File: src/rtl/nat_pkg.sv
package nat_pkg;
   // Resolution when the host read and a fresh expiry share one edge
   typedef enum logic [0:0] {
      PRIO_READ_WINS = 1'b0,
      PRIO_SET_WINS  = 1'b1
   } nat_prio_e;

   function automatic int nat_cnt_width(input int ticks);
      return (ticks < 2) ? 1 : $clog2(ticks);
   endfunction
endpackage

File: src/rtl/nat_qualify.sv
module nat_qualify (
   input  logic sig_present,
   input  logic filt_en,
   input  logic filt_pass,
   input  logic cs_n,
   input  logic alarm_on,
   output logic clr,
   output logic run
);
   logic active;

   // Unqualified activity: signal seen, filter armed, no pass, no host access
   always_comb begin
      active = sig_present & filt_en & ~filt_pass & cs_n;
      clr    = ~active;
      run    = active & ~alarm_on;
   end
endmodule

File: src/rtl/nat_window_counter.sv
module nat_window_counter #(
   parameter int TIMEOUT_TICKS = 1024
) (
   input  logic clk,
   input  logic rst_n,
   input  logic clr,
   input  logic run,
   input  logic tick,
   output logic expire
);
   localparam int CNT_W = nat_pkg::nat_cnt_width(TIMEOUT_TICKS);
   localparam logic [CNT_W-1:0] LAST = CNT_W'(TIMEOUT_TICKS - 1);

   generate
      if (TIMEOUT_TICKS < 2) begin : g_bad_timeout
         $error("TIMEOUT_TICKS must be at least 2");
      end
   endgenerate

   logic [CNT_W-1:0] cnt;
   logic             at_last;

   always_comb begin
      at_last = (cnt == LAST);
      expire  = ~clr & run & tick & at_last;
   end

   always_ff @(posedge clk or negedge rst_n) begin
      if (!rst_n) begin
         cnt <= '0;
      end else if (clr) begin
         cnt <= '0;
      end else if (run && tick) begin
         if (at_last) cnt <= '0;
         else         cnt <= cnt + 1'b1;
      end
   end

   a_r3_clear_zeroes: assert property (@(posedge clk) disable iff (!rst_n)
      clr |=> (cnt == '0));
   a_r9_idle_holds: assert property (@(posedge clk) disable iff (!rst_n)
      (!tick && !clr) |=> $stable(cnt));
   a_r8_frozen_when_alarmed: assert property (@(posedge clk) disable iff (!rst_n)
      (!run && !clr) |=> $stable(cnt));
   a_r2_in_window: assert property (@(posedge clk) disable iff (!rst_n)
      cnt <= LAST);
   a_r2_wrap_after_expire: assert property (@(posedge clk) disable iff (!rst_n)
      expire |=> (cnt == '0));
endmodule

File: src/rtl/nat_alarm_latch.sv
module nat_alarm_latch #(
   parameter nat_pkg::nat_prio_e PRIO = nat_pkg::PRIO_READ_WINS
) (
   input  logic clk,
   input  logic rst_n,
   input  logic set,
   input  logic rd,
   output logic flag
);
   logic flag_d;

   generate
      if (PRIO == nat_pkg::PRIO_READ_WINS) begin : g_read_wins
         always_comb begin
            if (rd)       flag_d = 1'b0;
            else if (set) flag_d = 1'b1;
            else          flag_d = flag;
         end
         a_r10_read_beats_set: assert property (@(posedge clk) disable iff (!rst_n)
            rd |=> !flag);
      end else begin : g_set_wins
         always_comb begin
            if (set)     flag_d = 1'b1;
            else if (rd) flag_d = 1'b0;
            else         flag_d = flag;
         end
         a_r10_set_beats_read: assert property (@(posedge clk) disable iff (!rst_n)
            set |=> flag);
      end
   endgenerate

   always_ff @(posedge clk or negedge rst_n) begin
      if (!rst_n) flag <= 1'b0;
      else        flag <= flag_d;
   end

   a_r7_sticky: assert property (@(posedge clk) disable iff (!rst_n)
      (flag && !rd) |=> flag);
   a_r7_read_clears: assert property (@(posedge clk) disable iff (!rst_n)
      (rd && !set) |=> !flag);
   a_r2_only_on_expire: assert property (@(posedge clk) disable iff (!rst_n)
      (!flag && !set) |=> !flag);
endmodule

File: src/rtl/noise_alarm_timer.sv
module noise_alarm_timer #(
   parameter int                 TIMEOUT_TICKS = 1024,
   parameter nat_pkg::nat_prio_e PRIO          = nat_pkg::PRIO_READ_WINS
) (
   input  logic clk,
   input  logic rst_n,
   input  logic tick,
   input  logic sig_present,
   input  logic filt_en,
   input  logic filt_pass,
   input  logic cs_n,
   input  logic stat_rd,
   output logic alert_n,
   output logic alarm_flag
);
   logic clr;
   logic run;
   logic expire;
   logic alarm_q;

   nat_qualify u_qualify (
      .sig_present (sig_present),
      .filt_en     (filt_en),
      .filt_pass   (filt_pass),
      .cs_n        (cs_n),
      .alarm_on    (alarm_q),
      .clr         (clr),
      .run         (run)
   );

   nat_window_counter #(.TIMEOUT_TICKS(TIMEOUT_TICKS)) u_counter (
      .clk    (clk),
      .rst_n  (rst_n),
      .clr    (clr),
      .run    (run),
      .tick   (tick),
      .expire (expire)
   );

   nat_alarm_latch #(.PRIO(PRIO)) u_latch (
      .clk   (clk),
      .rst_n (rst_n),
      .set   (expire),
      .rd    (stat_rd),
      .flag  (alarm_q)
   );

   assign alarm_flag = alarm_q;
   assign alert_n    = ~alarm_q;

   a_r4_no_alarm_when_disabled: assert property (@(posedge clk) disable iff (!rst_n)
      (!filt_en && !alarm_q) |=> !alarm_flag);
   a_r8_no_refire: assert property (@(posedge clk) disable iff (!rst_n)
      alarm_q |-> !expire);
endmodule

File: config.mk
export PLATFORM = sky130hd
export DESIGN_NAME = noise_alarm_timer
export DESIGN_NICKNAME = d
export VERILOG_FILES = /design/src/rtl/nat_pkg.sv /design/src/rtl/nat_qualify.sv /design/src/rtl/nat_window_counter.sv /design/src/rtl/nat_alarm_latch.sv /design/src/rtl/noise_alarm_timer.sv
export SDC_FILE = /design/constraint.sdc
export NUM_CORES = 1
export LEC_CHECK = 0
export ABC_CLOCK_PERIOD_IN_PS = 1400
export BUFFER_PORTS_ARGS = -buffer_cell sky130_fd_sc_hd__buf_2
export CAP_MARGIN = 20
export CORE_MARGIN = 5
export CORE_UTILIZATION = 40
export DETAILED_ROUTE_END_ITERATION = 10
export SLEW_MARGIN = 30
export SYNTH_ARGS = -nofsm -noshare
export SYNTH_HDL_FRONTEND = slang
export SYNTH_SLANG_ARGS = --single-unit
File: constraint.sdc
create_clock -name clk -period 1.4 [get_ports clk]
set_input_delay 0.14 -clock clk [delete_from_list [all_inputs] [get_ports clk]]
set_output_delay 0.14 -clock clk [all_outputs]
set_load 0.03 [all_outputs]
==> flow_summary.ini, run 1 <==
[logic_synthesis]
synth_compound_gate_area_share_pct = 14.6
syn_area_um2 = 582
netlist_instances = 63
yosys.area.top_type_share_pct = 47.3
synthMuxAreaShare_pct = 0
yosysTopAreaCell = dfrtp_1
synth_top_family_by_area = simple AND/OR/NAND/NOR gates
yosysWarnings = 0
synth-adder-area-share_pct = 2.15
synth.distinct_cells = 24
yosys.area_share.simple_pct = 28.0
synthTopCellsByArea = dfrtp_1 47%, a21oi_1 5.2%, nand2_1 5.2%
syn-num-nets = 72
yosysSeqAreaShare_pct = 47.3
synth_xor_area_share_pct = 6.02
synth_seq_cells = 11
post_synth.cell_area_avg_um2 = 9.24

[global_route]
grt_max_degree = 12
grt_pass1_vias = 534
grt_overflow_total = 0
grt_pass1_wl_um = 2160
grt_usage_pct = 13.8
antenna_found_initial = 0

[cells_and_area]
drive_gt1_share_pct = 37.5
stdcell_area_um2 = 790
fin_util_pct = 59.2
area_growth_pct = 35.7
n_fill_cell = 135
final_cell_mix = 12 x buf_4, 10 x dfrtp_1, 9 x buf_2, 8 x nand2_1, 5 x a21oi_1
antenna_cells = 0
final_common_cell = buf_4
fin_nets = 98

[floorplan]
dieArea_um2 = 2320
die_h_um = 48.1
rows = 13
start_util_pct = 43.6
io_pins = 10
die_width_um = 48.1
core-area_um2 = 1330

[critical_path]
crit_start = u_counter.cnt[1]
path_max_fanout = 6
r2r_start = u_counter.cnt[1]
crit_chain = ha_1 > nand3b_1 > nor3_2 > buf_4 > xnor2_1 > nor2_1
r2r_slack_ns = 0.05
cp-start-kind = flip-flop
r2r_cells = 6
path_depth = 6
critical_path_class = reg -> reg
arrival_ns = 1.51
crit_path_end = u_counter.cnt[8]
worst-path-buf-inv = 1
cp_top_family = simple AND/OR/NAND/NOR gates
reg2reg_to = u_counter.cnt[8]
cpPeakStageDelay_ns = 0.37
critPathCaptureType = flip-flop
cp_slowest_cell = dfrtp_1
critPathRequiredTime_ns = 1.56

[placed_design]
port_buffers = 9
place.gp.congestion = 0.757
post_dp_cell_area_um2 = 719
post-dp-hpwl_um = 982

[pwr]
p_leak_uw = 0.000340
ir_drop_uv = 456
power_density_nw_per_um2 = 724

[detailed_routing]
first_pass_iters = 4
drcViolationCount = 0
first_iter_violations = 8
vias_per_cell = 5.41
num_vias = 557
wl_per_cell_um = 13.4
totalWireLength_um = 1380
antenna_left = 0

[clock_tree]
h-tree-depth = 1
cts_buffers = 3
clk_pin_slew_ns = 0.07
clock-sinks = 11
cts_buffer_depth = 2
cts_root_buffer = clkbuf_4
clk_latency_ns = 0.26
cts_tree = yes

[sta]
setup_viol = 0
grt_setup_unrepaired = yes
finalSetupTns_ns = 0
report.final.hold_viol_count = 0
whs_ns = 0.00781
maxClockFrequency_mhz = 739
finalCritPeriodShare_pct = 96.7
slew_violations = 0
slew_headroom_pct = 78.9
min_period_ns = 1.35
tightest_slew_ns = 0.315
fin_skew_ns = 0.00158

[min_path]
hold_class = in -> reg

[run_status]
run_status = completed

[flow_run]
max_cap_violations = 0
## flip-flops by register name (all words and copies together) (netlist names)
name / count
u_counter.cnt: 10
u_latch.flag: 1
## cell usage after synthesis, drive strengths merged
| library cell | number |
|---|---|
| xor2 | 3 |
| inv | 2 |
| nor2b | 1 |
| nand3 | 3 |
| nand4 | 1 |
| nand3b | 2 |
| o2111ai | 2 |
| a21oi | 6 |
| and3 | 1 |
| or2 | 1 |
| a31o | 1 |
| o21ai | 3 |
| nand2 | 8 |
| clkbuf | 1 |
| a31oi | 1 |
| nand4b | 1 |
| o211ai | 1 |
| xnor2 | 1 |
| ha | 1 |
| nor2 | 5 |
| or3 | 5 |
| dfrtp | 11 |
| nor3 | 2 |
## cell families after synthesis
| logic type | count (synthesis) |
|---|---|
| adders and majority gates | 1 |
| AOI/OAI and AO/OA | 14 |
| and+or+nand+nor | 30 |
| xor gates and xnor gates | 4 |
| DFF | 11 |
| buffers and inverters | 3 |
## layout make-up
cell class | instances | area, um2 | area share (%)
Clock buffer | 4 | 26.3 | 3.33
Inverter | 2 | 7.51 | 0.951
Multi-Input combinational cell | 49 | 315 | 39.9
Sequential cell | 11 | 277 | 35.0
Tap cell | 15 | 18.8 | 2.38
Timing Repair Buffer | 22 | 145 | 18.4
## repair_timing
| action | 4_1_cts | 5_1_grt |
|---|---|---|
| hold endpoints to repair | 11 | 0 |
| setup endpoints to repair | 0 | 10 |
| setup buffers | 0 | 3 |
| resized for setup | 0 | 4 |
| hold buffers | 1 | 0 |
## stage by stage
step           power (uW)  instances  worst slack [ns]
3_5_place_dp          358         95            0.0140
6_report              572        103            0.0468
5_1_grt               597        103           -0.0359
4_1_cts               575        100           0.00530
2_1_floorplan         334         63            0.0238
3_3_place_gp          357         95            0.0558
## worst reg2reg max path, stage by stage (launching register included)
cell and delay (ns):
dfrtp_1 0.37, ha_1 0.17, nand3b_1 0.18, nor3_2 0.23, buf_4 0.14, xnor2_1 0.10, nor2_1 0.05
## metal layers
layer	up-vias	GRT usage [%]	wire [um]
met3	2	3.69	65
met4	0	9.68	10
met1	265	16.8	614
met5	-	0	0
li1	278	-	-
met2	12	20.8	691
## worst min-delay path by stage
stage | startpoint | to | slack, ns | cells after the start
CTS | stat_rd | u_latch.flag | 0.005 | 2
floorplan | rst_n | u_counter.cnt[0] | -0.16 | 0
global placement | rst_n | u_counter.cnt[4] | 0.02 | 1
finish | stat_rd | u_latch.flag | 0.008 | 2
global route | stat_rd | u_latch.flag | 0.02 | 2
detailed placement | rst_n | u_counter.cnt[3] | 0.02 | 1
## power breakdown
| part | total [uW] | internal, uW | switching [uW] |
|---|---|---|---|
| clock network | 218 | 110 | 108 |
| registers | 318 | 318 | 0.268 |
| logic | 35.1 | 16.8 | 18.2 |
| total | 572 | 445 | 127 |
No activity file was read; power rests on OpenSTA's default activity.
==> run 2: changes to the inputs <==
- SETUP_SLACK_MARGIN: unset -> 0.1
==> run 2 against run 1 <==
  * The flow now finishes with violations (negative hold slack)
  * Clock skew grew 0.010 ns
  * Combinational power grew 2%
  * Global-route usage grew 0.31 points
  * Fmax shrank 1.7%
  * Via count grew 5.6%
  * Sequential power is essentially flat
  * Power grew 1.8%
  * Utilization grew 5.1 points
  * Clock power grew 5%
  * First-iteration DRC count grew 50%
==> flow_summary.ini, run 2 (synthesis results as in run 1) <==
[clock_tree]
cts_tree = yes
clk_latency_ns = 0.27
clk_pin_slew_ns = 0.08
h-tree-depth = 1
cts_buffer_depth = 2
cts_root_buffer = clkbuf_4
cts_buffers = 3
clock-sinks = 11

[floorplan]
io_pins = 10
start_util_pct = 43.6
die_width_um = 48.1
die_h_um = 48.1
rows = 13
dieArea_um2 = 2320
core-area_um2 = 1330

[global_route]
grt_overflow_total = 0
grt_usage_pct = 14.1
antenna_found_initial = 0
grt_pass1_wl_um = 2220
grt_pass1_vias = 533
grt_max_degree = 12

[min_path]
hold_class = in -> reg
hp-start = stat_rd
hold_depth = 2
hold-path-endpoint = u_latch.flag

[cells_and_area]
final_common_cell = buf_4
fin_util_pct = 64.3
fin_nets = 105
final_cell_mix = 19 x buf_4, 10 x dfrtp_1, 9 x buf_2, 7 x nand2_1, 5 x nor2_1
drive_gt1_share_pct = 46.3
largest_reg_flops = 10
top_register = u_counter.cnt
area_growth_pct = 47.3
antenna_cells = 0
top_regs = u_counter.cnt: 10 flops, u_latch.flag: 1 flops

[pwr]
ir_drop_uv = 451
p_leak_uw = 0.000375
power.total_uw = 582
power_density_nw_per_um2 = 679

[critical_path]
arrival_ns = 1.57
critPathCaptureType = flip-flop
r2r_start = u_counter.cnt[0]
critPathRequiredTime_ns = 1.60
r2r_cells = 4
path_max_fanout = 6
reg2reg_to = u_counter.cnt[6]
r2r_slack_ns = 0.02
critical_path_class = reg -> reg
cp-start-kind = flip-flop

[sta]
report.final.hold_viol_count = 1
tightest_slew_ns = 0.269
finalCritPeriodShare_pct = 98.3
maxClockFrequency_mhz = 727
slew_headroom_pct = 82.0
fin_skew_ns = 0.0121
slew_violations = 0
whs_ns = -0.00492
min_period_ns = 1.38
setup_viol = 0
grt_setup_unrepaired = yes

[flow_run]
max_cap_violations = 0

[detailed_routing]
first_pass_iters = 2
totalWireLength_um = 1440
vias_per_cell = 5.35
num_vias = 588
drcViolationCount = 0
wl_per_cell_um = 13.1
antenna_left = 0
first_iter_violations = 12

[run_status]
run_status = finished, violations left
violations = negative hold slack

[placed_design]
place.gp.congestion = 0.811
post-dp-hpwl_um = 978
port_buffers = 9
==> run 2: area by class of cell <==
class | instances | area, um2
clock buffers | 4 | 26.3
fillers | 111 | 477
inverters | 2 | 7.51
multi-input cells | 49 | 330
flip-flops and latches | 11 | 277
well taps | 15 | 18.8
repair buffers | 29 | 198
==> run 2: metrics by stage <==
step	setup slack [ns]	setup TNS, ns	std cells	hold WS (ns)	area (um2)
6_report	0.0238	0	110	-0.00492	857
3_5_place_dp	0.0219	0	94	0.0290	712
4_1_cts	0.0643	0	105	0.000109	798
3_3_place_gp	0.0549	0	94	0.0253	712
5_1_grt	-0.0250	-0.0519	110	0.0119	857
2_1_floorplan	0.0238	0	63	-0.156	592
==> run 2: how the worst max path moves through the flow <==
stage                           startpoint          endpoint  slack (ns)
after floorplan               u_latch.flag  u_counter.cnt[0]        0.02
after global placement    u_counter.cnt[1]  u_counter.cnt[6]        0.05
after detailed placement  u_counter.cnt[0]  u_counter.cnt[6]        0.02
after CTS                 u_counter.cnt[0]  u_counter.cnt[4]        0.06
after global routing      u_counter.cnt[0]  u_counter.cnt[6]       -0.02
final                     u_counter.cnt[0]  u_counter.cnt[6]        0.02
==> run 2: timing repair <==
action | CTS | global route
pin swaps | 5 | 7
hold buffers | 1 | 0
gates cloned | 0 | 0
hold endpoints to repair | 11 | 0
gates resized for setup | 1 | 8
endpoints found under the setup margin | 9 | 10
buffers inserted | 6 | 5
==> run 2: routing by layer <==
layer  global-route usage (%)  routed length, um
met1                     17.5                658
met2                     22.9                708
met3                     3.32                 56
met4                     6.45                 13
met5                        0                  0
==> run 2: critical path, cell delays in order (launching register included) <==
cell and delay [ns]:
dfrtp_1 0.37, ha_2 0.19, nand3b_1 0.20, or3_4 0.44, a21oi_2 0.11
==> run 2: power breakdown <==
group          internal, uW  leakage (uW)  switching (uW)
registers               318      0.000152           0.321
clock network           110     0.0000150             118
logic                  17.0      0.000208            18.7
